File: config.mk
export PLATFORM = sky130hd
export DESIGN_NAME = bfx_shuffle_alu
export DESIGN_NICKNAME = d
export VERILOG_FILES = /design/src/rtl/bfx_pkg.sv /design/src/rtl/bfx_decode.sv /design/src/rtl/bfx_bitrev.sv /design/src/rtl/bfx_align.sv /design/src/rtl/bfx_extract.sv /design/src/rtl/bfx_shuffle_alu.sv
export SDC_FILE = /design/constraint.sdc
export NUM_CORES = 1
export LEC_CHECK = 0
export ABC_AREA = 0
export BUFFER_PORTS_ARGS = -buffer_cell sky130_fd_sc_hd__clkbuf_2
export CORE_UTILIZATION = 55
export DETAILED_ROUTE_END_ITERATION = 16
export PLACE_DENSITY_LB_ADDON = 0.3
export SETUP_SLACK_MARGIN = 0.5
export SYNTH_ARGS = -nofsm -noshare
export SYNTH_HDL_FRONTEND = slang
export SYNTH_HIERARCHICAL = 1
export SYNTH_SLANG_ARGS = --single-unit
export TNS_END_PERCENT = 10
File: constraint.sdc
create_clock -name vclk -period 5.15
set_input_delay 1.545 -clock vclk [all_inputs]
set_output_delay 1.545 -clock vclk [all_outputs]
set_load 0.02 [all_outputs]
File: src/rtl/bfx_pkg.sv
package bfx_pkg;
  typedef enum logic [1:0] {
    GRP_EXTRACT = 2'd0,
    GRP_SHUFFLE = 2'd1
  } grp_e;

  typedef enum logic [1:0] {
    UNIT_NONE  = 2'd0,
    UNIT_EXT   = 2'd1,
    UNIT_SWAP  = 2'd2,
    UNIT_ALIGN = 2'd3
  } unit_e;

  localparam logic [4:0] SUB_BITREV    = 5'b00000;
  localparam logic [2:0] SUB_ALIGN_TOP = 3'b010;
endpackage

File: src/rtl/bfx_decode.sv
module bfx_decode
  import bfx_pkg::*;
(
  input  logic [1:0] grp_sel,
  input  logic [4:0] sa_fld,
  output unit_e      unit
);
  always_comb begin
    unit = UNIT_NONE;
    if (grp_sel == GRP_EXTRACT) begin
      unit = UNIT_EXT;
    end else if (grp_sel == GRP_SHUFFLE) begin
      if (sa_fld == SUB_BITREV)
        unit = UNIT_SWAP;
      else if (sa_fld[4:2] == SUB_ALIGN_TOP)
        unit = UNIT_ALIGN;
    end
  end
endmodule

File: src/rtl/bfx_bitrev.sv
module bfx_bitrev #(
  parameter int W    = 32,
  parameter int BYTE = 8
) (
  input  logic [W-1:0] src,
  output logic [W-1:0] dst
);
  localparam int NB = W / BYTE;

  for (genvar b = 0; b < NB; b++) begin : g_lane
    logic [BYTE-1:0] lane_in;
    logic [BYTE-1:0] lane_out;
    assign lane_in = src[b*BYTE +: BYTE];
    for (genvar i = 0; i < BYTE; i++) begin : g_bit
      assign lane_out[i] = lane_in[BYTE-1-i];
    end
    assign dst[b*BYTE +: BYTE] = lane_out;

    always_comb begin
      AST_LANE_POPCOUNT: assert ($countones(lane_out) == $countones(lane_in))
        else $error("bit reversal moved bits across lanes");
    end
  end
endmodule

File: src/rtl/bfx_align.sv
module bfx_align #(
  parameter int W    = 32,
  parameter int BYTE = 8
) (
  input  logic [W-1:0]                    hi_src,
  input  logic [W-1:0]                    lo_src,
  input  logic [$clog2(W/BYTE)-1:0]       bpos,
  output logic [W-1:0]                    dst
);
  localparam int DW = 2 * W;
  localparam int SW = $clog2(DW);

  logic [DW-1:0] joined;
  logic [DW-1:0] shifted;
  logic [SW-1:0] amt;

  always_comb begin
    joined  = {hi_src, lo_src};
    amt     = SW'(bpos) * SW'(BYTE);
    shifted = joined << amt;
    dst     = shifted[DW-1:W];
  end

  always_comb begin
    if (bpos == '0) begin
      AST_ALIGN_ZERO: assert (dst == hi_src)
        else $error("align with zero position altered rt");
    end else begin
      AST_ALIGN_UPPER: assert ((dst >> amt) == ((hi_src << amt) >> amt))
        else $error("align upper part is not rt");
    end
  end
endmodule

File: src/rtl/bfx_extract.sv
module bfx_extract #(
  parameter int W = 32
) (
  input  logic [W-1:0]         src,
  input  logic [$clog2(W)-1:0] msb,
  input  logic [$clog2(W)-1:0] lsb,
  output logic [W-1:0]         dst
);
  localparam int PW = $clog2(W);
  localparam int SZW = PW + 1;

  logic [SZW-1:0] size;
  logic [W-1:0]   mask;

  always_comb begin
    size = SZW'(msb) + SZW'(1);
    mask = {W{1'b1}} >> (SZW'(W) - size);
    dst  = (src >> lsb) & mask;
  end

  always_comb begin
    if (size < SZW'(W)) begin
      AST_FIELD_CLEAN: assert ((dst >> size) == '0)
        else $error("extract left bits above the field");
    end
    if (msb == PW'(W - 1) && lsb == '0) begin
      AST_FULL_FIELD: assert (dst == src)
        else $error("full-width extract lost bits");
    end
  end
endmodule

File: src/rtl/bfx_shuffle_alu.sv
module bfx_shuffle_alu
  import bfx_pkg::*;
#(
  parameter int W    = 32,
  parameter int BYTE = 8
) (
  input  logic                       valid_in,
  input  logic [1:0]                 grp_sel,
  input  logic [W-1:0]               rs_val,
  input  logic [W-1:0]               rt_val,
  input  logic [$clog2(W)-1:0]       rd_fld,
  input  logic [$clog2(W)-1:0]       sa_fld,
  input  logic [$clog2(W/BYTE)-1:0]  bpos,
  output logic                       valid_out,
  output logic [W-1:0]               result,
  output logic                       dest_rd,
  output logic                       illegal_op
);
  unit_e        unit;
  logic [W-1:0] swap_res;
  logic [W-1:0] align_res;
  logic [W-1:0] ext_res;

  bfx_decode u_dec (
    .grp_sel (grp_sel),
    .sa_fld  (sa_fld),
    .unit    (unit)
  );

  bfx_bitrev #(.W(W), .BYTE(BYTE)) u_rev (
    .src (rt_val),
    .dst (swap_res)
  );

  bfx_align #(.W(W), .BYTE(BYTE)) u_aln (
    .hi_src (rt_val),
    .lo_src (rs_val),
    .bpos   (bpos),
    .dst    (align_res)
  );

  bfx_extract #(.W(W)) u_ext (
    .src (rs_val),
    .msb (rd_fld),
    .lsb (sa_fld),
    .dst (ext_res)
  );

  always_comb begin
    result     = '0;
    dest_rd    = 1'b0;
    illegal_op = 1'b0;
    unique case (unit)
      UNIT_EXT:   result = ext_res;
      UNIT_SWAP:  begin result = swap_res;  dest_rd = 1'b1; end
      UNIT_ALIGN: begin result = align_res; dest_rd = 1'b1; end
      default:    illegal_op = 1'b1;
    endcase
    valid_out = valid_in;
  end

  always_comb begin
    if (illegal_op) begin
      AST_ILLEGAL_QUIET: assert (result == '0 && !dest_rd)
        else $error("illegal encoding produced output");
    end
    if (grp_sel == GRP_EXTRACT) begin
      AST_EXTRACT_TO_RT: assert (!dest_rd && !illegal_op)
        else $error("extract routed wrongly");
    end
  end
endmodule

==> flow_summary.yaml <==
drt:
  drtIter0Drc: 561
  vias: 4853
  antenna_left: 0
  routedWlPerCell_um: 24.9
  post-route-drc-count: 0
  drt-pass1-iter-count: 5
  drt-total-wl_um: 16900
  via_per_inst: 7.16
cells_and_area:
  multi_input_area_sq_um: 3900
  syn2layout_area_growth_pct: 25.8
  num-nets-final: 657
  regArea_sq_um: 0
  n_antenna_cell: 0
  nClkBuffers: 0
  design.seq.count: 0
  fillCellCount: 616
  drive_above_1_share: 0.564
die:
  rows: 32
  coreArea_sq_um: 7690
  die-area_sq_um: 8240
  pin_count: 114
  start_util: 0.564
  die_height_um: 90.8
  die_w_um: 90.8
sta:
  grt_setup_unrepaired: "yes"
  clock.fmax_mhz: 199
  final_hold_viol_count: 0
  setup_violations: 0
  worst_pin_slew_ps: 519
  hold_slack_ps: 3090
  slew_violations: 0
  fin_crit_sh: 0.974
  slew_headroom: 0.654
  fin_crit_ps: 5020
global_route:
  overflow: 0
  grt_pass1_vias: 4475
  grt_pass1_wl_um: 25500
  antenna_found_initial: 0
  grtUsageTotal: 0.395
  busiest_layer: "met2"
  globalRouteMet2Util: 0.635
  met1_usage: 0.548
  grtUsageMet3: 0.0598
  grt_max_degree: 28
synthesis:
  syn_inst: 465
  ys_types: 59
  synth_top_cell_area_share: 0.244
  synth.net_count: 544
  ys_warn_count: 6
  synth.yosys.seq_area_share: 0
  avgSynthCellArea_sq_um: 9.32
  synth_area_leaders: "mux4_2 24%, mux2_4 10%, mux2i_1 7.4%"
  synth_area_sq_um: 4330
  yosysTopAreaCell: "mux4_2"
placement:
  finalWeightedCongestion: 0.993
  hpwlAfterDp_um: 13200
  io_buffers: 112
power:
  finalPower_uw: 594
  max-vdd-ir-drop_mv: 0.0803
  p_leak_nw: 2.42
  power_density_nw_per_um2: 109
critical_path:
  critPathKind: "in -> out"
  cp_max_fo: 6
  crit_path_end_kind: "output port"
  path_cells: "clkbuf_16, buf_12, mux2_4, or3_1, a31oi_2, a21oi_2, a221o_1, a22o_1, buf_2"
  crit_arrival_ps: 3470
  cp-startpoint: "sa_fld[0]"
  crit_path_max_incr_delay_ps: 330
  worstSetupEndpoint: "result[0]"
  critPathSlowestCell: "or3_1"
  cp-start-kind: "input port"
  required_ps: 3610
cts:
  hold_buffers: 0
status:
  status: "finished, final reports clean"
flow_run:
  cap_violations: 0
worst_hold_path:
  hold_path_depth: 0
  hp-class: "in -> out"
-- metrics by stage --
step	setup WS, ps	std cells	util	TNS, ps	instance area, sq um
floorplan	469	465	-	0	4340
global placement	-68.4	669	0.655	-110	5030
detailed placement	-72.0	669	0.655	-113	5030
CTS	148	676	0.691	0	5320
global route	55.1	678	0.709	0	5450
finish	135	678	0.709	0	5450
-- logic make-up after synthesis --
family / count (synthesis) / synth area share
AOI/OAI and AO/OA: 118 / 0.211
muxes: 136 / 0.499
and+or+nand+nor: 123 / 0.135
buffers and inverters: 88 / 0.155
-- how the worst min path moves through the flow --
stage,slack (ps),to,start
finish,3090,valid_out,valid_in
floorplan,3200,valid_out,valid_in
detailed placement,3090,valid_out,valid_in
global placement,3090,valid_out,valid_in
global route,3090,valid_out,valid_in
CTS,3090,valid_out,valid_in
-- worst max-delay path, delay by kind of cell --
kind,cells,cell delay [ps]
mux,1,320
buf+inv,3,450
compound gates,4,830
simple gates,1,330
-- what timing repair did --
item                                    CTS  global route
buffers inserted                          5             2
resized for setup                        37            32
pin swaps                                 9             9
gates cloned                              2             0
endpoints found under the setup margin   34            34
-- Yosys cell counts (all sizes together) (2+ instances only) --
cell type and count:
a2111oi 3, a211o 3, a211oi 5, a21oi 16, a221o 2, a221oi 3, a22o 36, a22oi 6
a2bb2oi 3, a311oi 2, a32o 2, and2 3, and3 3, buf 68, clkbuf 14, inv 6
mux2 55, mux2i 32, mux4 49, nand2 36, nand2b 2, nand3 9, nor2 31, nor2b 9
nor3 19, nor3b 3, o211a 2, o211ai 3, o21ai 10, o22a 3, o22ai 4, o31ai 3
or2 2, or3 5
-- placed cells by master (no fill, tap or decap), drive strengths merged, types with 2 or more instances in the layout --
cell and instances:
a2111oi 3, a211o 3, a211oi 5, a21oi 16, a221o 2, a221oi 3
a22o 36, a22oi 6, a2bb2oi 3, a311oi 2, a32o 2, and2 3
and3 3, buf 86, clkbuf 107, inv 5, mux2 55, mux2i 32
mux4 49, nand2 36, nand2b 2, nand3 9, nor2 31, nor2b 9
nor3 19, nor3b 3, o211a 2, o211ai 3, o21ai 10, o22a 3
o22ai 4, o31ai 3, or2 2, or3 5
-- routing by layer --
layer | wire, um | part of all wire | up-vias
li1 | - | - | 2060
met5 | 0 | 0 | -
met3 | 2060 | 0.12 | 60
met2 | 7770 | 0.46 | 435
met4 | 654 | 0.039 | 0
met1 | 6420 | 0.38 | 2298
-- power breakdown --
group | total (mW) | internal, mW | switching (mW)
registers | 0 | 0 | 0
clock network | 0 | 0 | 0
logic | 0.594 | 0.293 | 0.301
total | 0.594 | 0.293 | 0.301
-- final cells by class --
| class | count | area share |
|---|---|---|
| Multi-Input combinational cell | 377 | 0.716 |
| Tap cell | 102 | 0.0234 |
| Timing Repair Buffer | 193 | 0.256 |
| Inverter | 6 | 0.00482 |
No activity file was read; power rests on OpenSTA's default activity.
